## config.mk

```make
export PLATFORM = sky130hd
export DESIGN_NAME = gpio_latch_port
export DESIGN_NICKNAME = d
export VERILOG_FILES = /design/src/rtl/gpio_latch_pkg.sv /design/src/rtl/gpio_sync.sv /design/src/rtl/gpio_pad_drv.sv /design/src/rtl/gpio_irq_cell.sv /design/src/rtl/gpio_latch_port.sv
export SDC_FILE = /design/constraint.sdc
export NUM_CORES = 1
export LEC_CHECK = 0
export BUFFER_PORTS_ARGS = -buffer_cell sky130_fd_sc_hd__buf_2
export CAP_MARGIN = 15
export CORE_ASPECT_RATIO = 1.4
export CORE_MARGIN = 4
export CORE_UTILIZATION = 35
export DETAILED_ROUTE_END_ITERATION = 8
export PLACE_DENSITY_LB_ADDON = 0.1
export SYNTH_ARGS = -nofsm -noshare
export SYNTH_HDL_FRONTEND = slang
export SYNTH_SLANG_ARGS = --single-unit
```

## constraint.sdc

```tcl
create_clock -name clk -period 2 [get_ports clk]
set_input_delay 0.6 -clock clk [delete_from_list [all_inputs] [get_ports clk]]
set_output_delay 0.6 -clock clk [all_outputs]
set_load 0.02 [all_outputs]
```

## src/rtl/gpio_latch_pkg.sv

```systemverilog
package gpio_latch_pkg;
  // word indices (byte offset / 4)
  localparam int unsigned W_OUTVAL = 0;
  localparam int unsigned W_LEVEL  = 1;
  localparam int unsigned W_DIR    = 2;
  localparam int unsigned W_EN     = 3;
  localparam int unsigned W_ODSEL  = 4;
  localparam int unsigned W_SENSE  = 5;
  localparam int unsigned W_POL    = 6;
  localparam int unsigned W_MASK   = 7;
  localparam int unsigned W_RAW    = 8;
  localparam int unsigned W_MSTAT  = 9;
  localparam int unsigned W_CLEAR  = 10;

  typedef enum logic {SENSE_EDGE = 1'b0, SENSE_LEVEL = 1'b1} sense_e;

  // detection condition for one pin
  function automatic logic det_hit(logic lvl, logic prev, sense_e sense, logic pol);
    if (sense == SENSE_LEVEL) return pol ? lvl : ~lvl;
    return pol ? (lvl & ~prev) : (~lvl & prev);
  endfunction
endpackage

```

## src/rtl/gpio_sync.sv

```systemverilog
module gpio_sync #(
  parameter int W      = 8,
  parameter int STAGES = 2
) (
  input  logic         clk,
  input  logic         rst,
  input  logic [W-1:0] d,
  output logic [W-1:0] q
);
  logic [W-1:0] st [STAGES];

  always_ff @(posedge clk) begin
    if (rst) begin
      for (int k = 0; k < STAGES; k++) st[k] <= '0;
    end else begin
      st[0] <= d;
      for (int k = 1; k < STAGES; k++) st[k] <= st[k-1];
    end
  end

  assign q = st[STAGES-1];
endmodule

```

## src/rtl/gpio_pad_drv.sv

```systemverilog
module gpio_pad_drv (
  input  logic clk,
  input  logic rst,
  input  logic en,
  input  logic dir,
  input  logic od,
  input  logic val,
  output logic oe,
  output logic out
);
  logic drive;
  assign drive = en & dir;

  always_ff @(posedge clk) begin
    if (rst) begin
      oe  <= 1'b0;
      out <= 1'b0;
    end else if (od) begin
      oe  <= drive & ~val;   // only ever pulls low
      out <= 1'b0;
    end else begin
      oe  <= drive;
      out <= drive & val;
    end
  end
endmodule

```

## src/rtl/gpio_irq_cell.sv

```systemverilog
module gpio_irq_cell
  import gpio_latch_pkg::*;
(
  input  logic clk,
  input  logic rst,
  input  logic lvl,
  input  logic prev,
  input  logic en,
  input  logic sense,
  input  logic pol,
  input  logic clr,
  output logic raw
);
  logic hit;
  assign hit = en & det_hit(lvl, prev, sense_e'(sense), pol);

  // a live condition wins over a clear in the same cycle
  always_ff @(posedge clk) begin
    if (rst) raw <= 1'b0;
    else     raw <= (raw & ~clr) | hit;
  end
endmodule

```

## src/rtl/gpio_latch_port.sv

```systemverilog
module gpio_latch_port
  import gpio_latch_pkg::*;
#(
  parameter int NPINS = 8,
  parameter int AW    = 6,
  parameter int SYNC  = 2
) (
  input  logic             clk,
  input  logic             rst,
  input  logic             bus_sel,
  input  logic             bus_we,
  input  logic [AW-1:0]    bus_addr,
  input  logic [NPINS-1:0] bus_wdata,
  output logic [NPINS-1:0] bus_rdata,
  input  logic [NPINS-1:0] pad_in,
  output logic [NPINS-1:0] pad_oe,
  output logic [NPINS-1:0] pad_out,
  output logic             irq
);
  localparam int IW = AW - 2;

  logic [NPINS-1:0] outval_q, dir_q, en_q, od_q, sense_q, pol_q, mask_q;
  logic [NPINS-1:0] lvl, prev_q, raw, clr_bits, rd_mux;
  logic [IW-1:0]    word;
  logic             aligned, wr, rd;

  assign word    = bus_addr[AW-1:2];
  assign aligned = (bus_addr[1:0] == 2'b00);
  assign wr      = bus_sel & bus_we & aligned;
  assign rd      = bus_sel & ~bus_we;

  always_ff @(posedge clk) begin
    if (rst) begin
      outval_q <= '0; dir_q <= '0; en_q <= '0; od_q <= '0;
      sense_q  <= '0; pol_q <= '0; mask_q <= '0;
    end else if (wr) begin
      case (word)
        IW'(W_OUTVAL): outval_q <= (outval_q & ~dir_q) | (bus_wdata & dir_q);
        IW'(W_DIR):    dir_q    <= bus_wdata;
        IW'(W_EN):     en_q     <= bus_wdata;
        IW'(W_ODSEL):  od_q     <= bus_wdata;
        IW'(W_SENSE):  sense_q  <= bus_wdata;
        IW'(W_POL):    pol_q    <= bus_wdata;
        IW'(W_MASK):   mask_q   <= bus_wdata;
        default: ;
      endcase
    end
  end

  assign clr_bits = (wr && word == IW'(W_CLEAR)) ? bus_wdata : '0;

  // input path: disabled pins do not sample
  gpio_sync #(.W(NPINS), .STAGES(SYNC)) u_sync (
    .clk(clk), .rst(rst), .d(pad_in & en_q), .q(lvl)
  );

  always_ff @(posedge clk) begin
    if (rst) prev_q <= '0;
    else     prev_q <= lvl;
  end

  for (genvar i = 0; i < NPINS; i++) begin : g_pin
    gpio_pad_drv u_drv (
      .clk(clk), .rst(rst), .en(en_q[i]), .dir(dir_q[i]), .od(od_q[i]),
      .val(outval_q[i]), .oe(pad_oe[i]), .out(pad_out[i])
    );
    gpio_irq_cell u_irq (
      .clk(clk), .rst(rst), .lvl(lvl[i]), .prev(prev_q[i]), .en(en_q[i]),
      .sense(sense_q[i]), .pol(pol_q[i]), .clr(clr_bits[i]), .raw(raw[i])
    );
  end

  always_comb begin
    rd_mux = '0;
    if (aligned) begin
      case (word)
        IW'(W_OUTVAL): rd_mux = outval_q;
        IW'(W_LEVEL):  rd_mux = lvl;
        IW'(W_DIR):    rd_mux = dir_q;
        IW'(W_EN):     rd_mux = en_q;
        IW'(W_ODSEL):  rd_mux = od_q;
        IW'(W_SENSE):  rd_mux = sense_q;
        IW'(W_POL):    rd_mux = pol_q;
        IW'(W_MASK):   rd_mux = mask_q;
        IW'(W_RAW):    rd_mux = raw;
        IW'(W_MSTAT):  rd_mux = raw & mask_q;
        default:       rd_mux = '0;
      endcase
    end
  end

  always_ff @(posedge clk) begin
    if (rst) begin
      bus_rdata <= '0;
      irq       <= 1'b0;
    end else begin
      if (rd) bus_rdata <= rd_mux;
      irq <= |(raw & mask_q);
    end
  end
endmodule

```

==> impl_metrics.yaml <==
critical_path:
  arrival_ns: 1.92
  timing.rr.start: "en_q[4]$_SDFFE_PP0P_"
  crit_start: "bus_addr[0]"
  cp-start-kind: "input port"
  critPathRequiredTime_ns: 2.29
  critPathKind: "in2reg"
  r2r_cells: 5
  cp_max_fo: 4
  worst_setup_path_end_kind: "register"
clock_tree:
  cts_tree: "built"
  clock-sinks: 113
  cts-root-buf: "clkbuf_16"
  cts_setup_buffers: 0
  cts_max_level: 4
  cts.path.max_buffers: 2
  ctsHoldBuffers: 0
  insertion_delay_ns: 0.41
  cts_resized: 0
  clk_pin_slew_ns: 0.05
  numCtsBuffers: 17
final_layout:
  final_core_util_pct: 44.4
  area_growth_pct: 24.0
  fillers: 1399
  multi_input_area_um2: 2430
  fin_cells: 825
  seqCellArea_um2: 2260
  n_antenna_cell: 0
  drive_gt1_share_pct: 21.7
  finalNetCount: 653
routing:
  vias: 4407
  post_drt_wl_per_cell_um: 18.2
  drt-vias-per-instance: 5.34
  ant_nets: 0
  drt_first_iter_violations: 320
  drc: 0
  first_pass_iters: 4
  wirelength_um: 15000
power_and_ir_drop:
  power_uw: 5750
  p_per_area_nw_per_um2: 928
  p_leak_uw: 0.00232
  vdd.ir_drop.worst_mv: 0.432
sta:
  worst-slew-pin-transition_ns: 0.565
  timing.final.crit_share_pct: 81.7
  slew_headroom_pct: 62.3
  finalSetupViolCount: 0
  whs_ns: 0.387
  fmax_ghz: 0.612
  period_minus_slack_ns: 1.63
  fin_skew_ns: 0.00651
  rsz0062_at_grt: "false"
  setup_tns_ns: 0
  finalHoldViolations: 0
  report.final.slew_viol_count: 0
yosys:
  ys_seq_area_share_pct: 45.2
  synth_edf_count: 0
  synth_nets: 598
  avgSynthCellArea_um2: 8.75
  synth_ff_type: "dfxtp_1"
  ys_ff_latch: 113
  synth_cell_type_count: 51
  synthesis.area_um2: 5000
  async_flop_share_pct: 0
  netlist_instances: 572
  yosysWarnings: 0
global_route:
  grt_pass1_wl_um: 23500
  overflow: 0
  grt_pass1_vias: 4219
  grt_max_degree: 57
  globalRouteTotalUtil_pct: 19.2
  grt_antenna_before_repair: 0
floorplan:
  die_width_um: 109
  core-area_um2: 14000
  die_h_um: 149
  rows: 51
  start_util_pct: 35.8
  die_area_um2: 16300
  io_pins: 51
hold_path:
  hp-class: "in2reg"
  hold_start: "pad_in[7]"
  min_path_cells: 2
job:
  cap_violations: 0
placed_design:
  place_inst: 793
  gp_congestion: 0.951
  io_buffer_count: 50
  dp_hpwl_um: 11100
status:
  outcome: "finished, final reports clean"
-- sequential cells by signal, summed over array words and instances, names as in the netlist, named ones only --
| signal | flops |
|---|---|
| bus_rdata | 8 |
| dir_q | 8 |
| en_q | 8 |
| g_pin.u_drv.oe | 8 |
| g_pin.u_drv.out | 8 |
| g_pin.u_irq.raw | 8 |
| irq | 1 |
| mask_q | 8 |
| od_q | 8 |
| pol_q | 8 |
| prev_q | 8 |
| sense_q | 8 |
| u_sync.st | 16 |
-- cells in the mapped netlist, drive strengths merged (3+ instances only) --
library cell / n / area (um^2)
nand2b: 11 / 68.8
nand2: 70 / 263
a22oi: 15 / 113
nor3b: 11 / 93.8
nand3: 48 / 245
a21oi: 57 / 285
o211ai: 3 / 22.5
a31oi: 3 / 18.8
nand3b: 8 / 60.1
clkbuf: 30 / 113
a32oi: 12 / 105
nor2: 42 / 160
o221ai: 3 / 26.3
nor4b: 3 / 38.8
a221oi: 3 / 26.3
o21ai: 5 / 25.0
and3b: 7 / 61.3
nand4: 3 / 18.8
o32ai: 3 / 26.3
mux2: 4 / 45.0
nor3: 5 / 25.0
mux2i: 26 / 260
o31ai: 8 / 60.1
dfxtp: 113 / 2260
a22o: 4 / 35.0
buf: 28 / 190
nor2b: 26 / 163
-- cells by family (layout without fill, tap and decap cells) --
kind of cell | Yosys count | in the layout | share of synthesized area, %
multiplexers | 30 | 30 | 6.10
buffers and inverters | 60 | 128 | 6.20
AO/OA/AOI/OAI | 122 | 122 | 15.9
flip-flops | 113 | 113 | 45.2
AND/OR/NAND/NOR | 245 | 245 | 26.2
XOR/XNOR | 2 | 2 | 0.350
-- power by group --
| part | internal, uW | leakage, uW | total (uW) | switching [uW] |
|---|---|---|---|---|
| combinational | 101 | 0.00112 | 275 | 174 |
| clock | 2110 | 0.000298 | 3220 | 1110 |
| sequential | 2250 | 0.000910 | 2260 | 3.05 |
| total | 4470 | 0.00232 | 5750 | 1290 |
-- worst max-delay path: stages --
cell and delay (ns):
buf_2 0.11, nand4bb_4 0.24, buf_4 0.18, nor2_2 0.24, nand3_2 0.16, buf_4 0.18
mux2i_1 0.15, nor2_1 0.05
-- worst paths after layout --
path	slack (ns)	to
max reg2reg	0.69	bus_rdata[4]$_SDFFE_PP0P_
min reg2reg	0.44	u_sync.st[0][11]$_SDFF_PP0_
min	0.39	u_sync.st[0][7]$_SDFF_PP0_
max	0.37	en_q[6]$_SDFFE_PP0P_
-- placed cells by master, fill, tap and decap left out, types with 10 or more instances in the layout --
cell         n
buf_2       49
nor2_1      41
a21oi_1     57
mux2i_1     26
nand3_1     47
a32oi_1     12
dfxtp_1    113
nand2b_1    11
a22oi_1     15
nand2_1     70
nor2b_1     26
buf_4       40
nor3b_1     10
clkbuf_16   17
-- metal layers --
| layer | vias up | track usage (%) | part of all wire, % |
|---|---|---|---|
| li1 | 2134 | - | - |
| met1 | 2131 | 25.3 | 46 |
| met5 | - | 0 | 0 |
| met2 | 115 | 30.3 | 48 |
| met3 | 27 | 3.84 | 3.8 |
| met4 | 0 | 8.46 | 2.6 |
-- layout make-up --
type	instances	area share (%)
tap	185	3.73
inverter	2	0.121
timing repair buffer	94	10.4
clock buffer	18	7.08
clock inverter	14	3.03
multi-input combinational	399	39.2
sequential	113	36.5
-- metrics by stage --
step,cell area (um^2),setup WS [ns]
floorplan,5000,0.000602
global placement,5580,-0.0313
detailed placement,5580,-0.0875
CTS,6200,0.357
global route,6200,0.262
finish,6200,0.366
(Power assumes the default switching activity.)
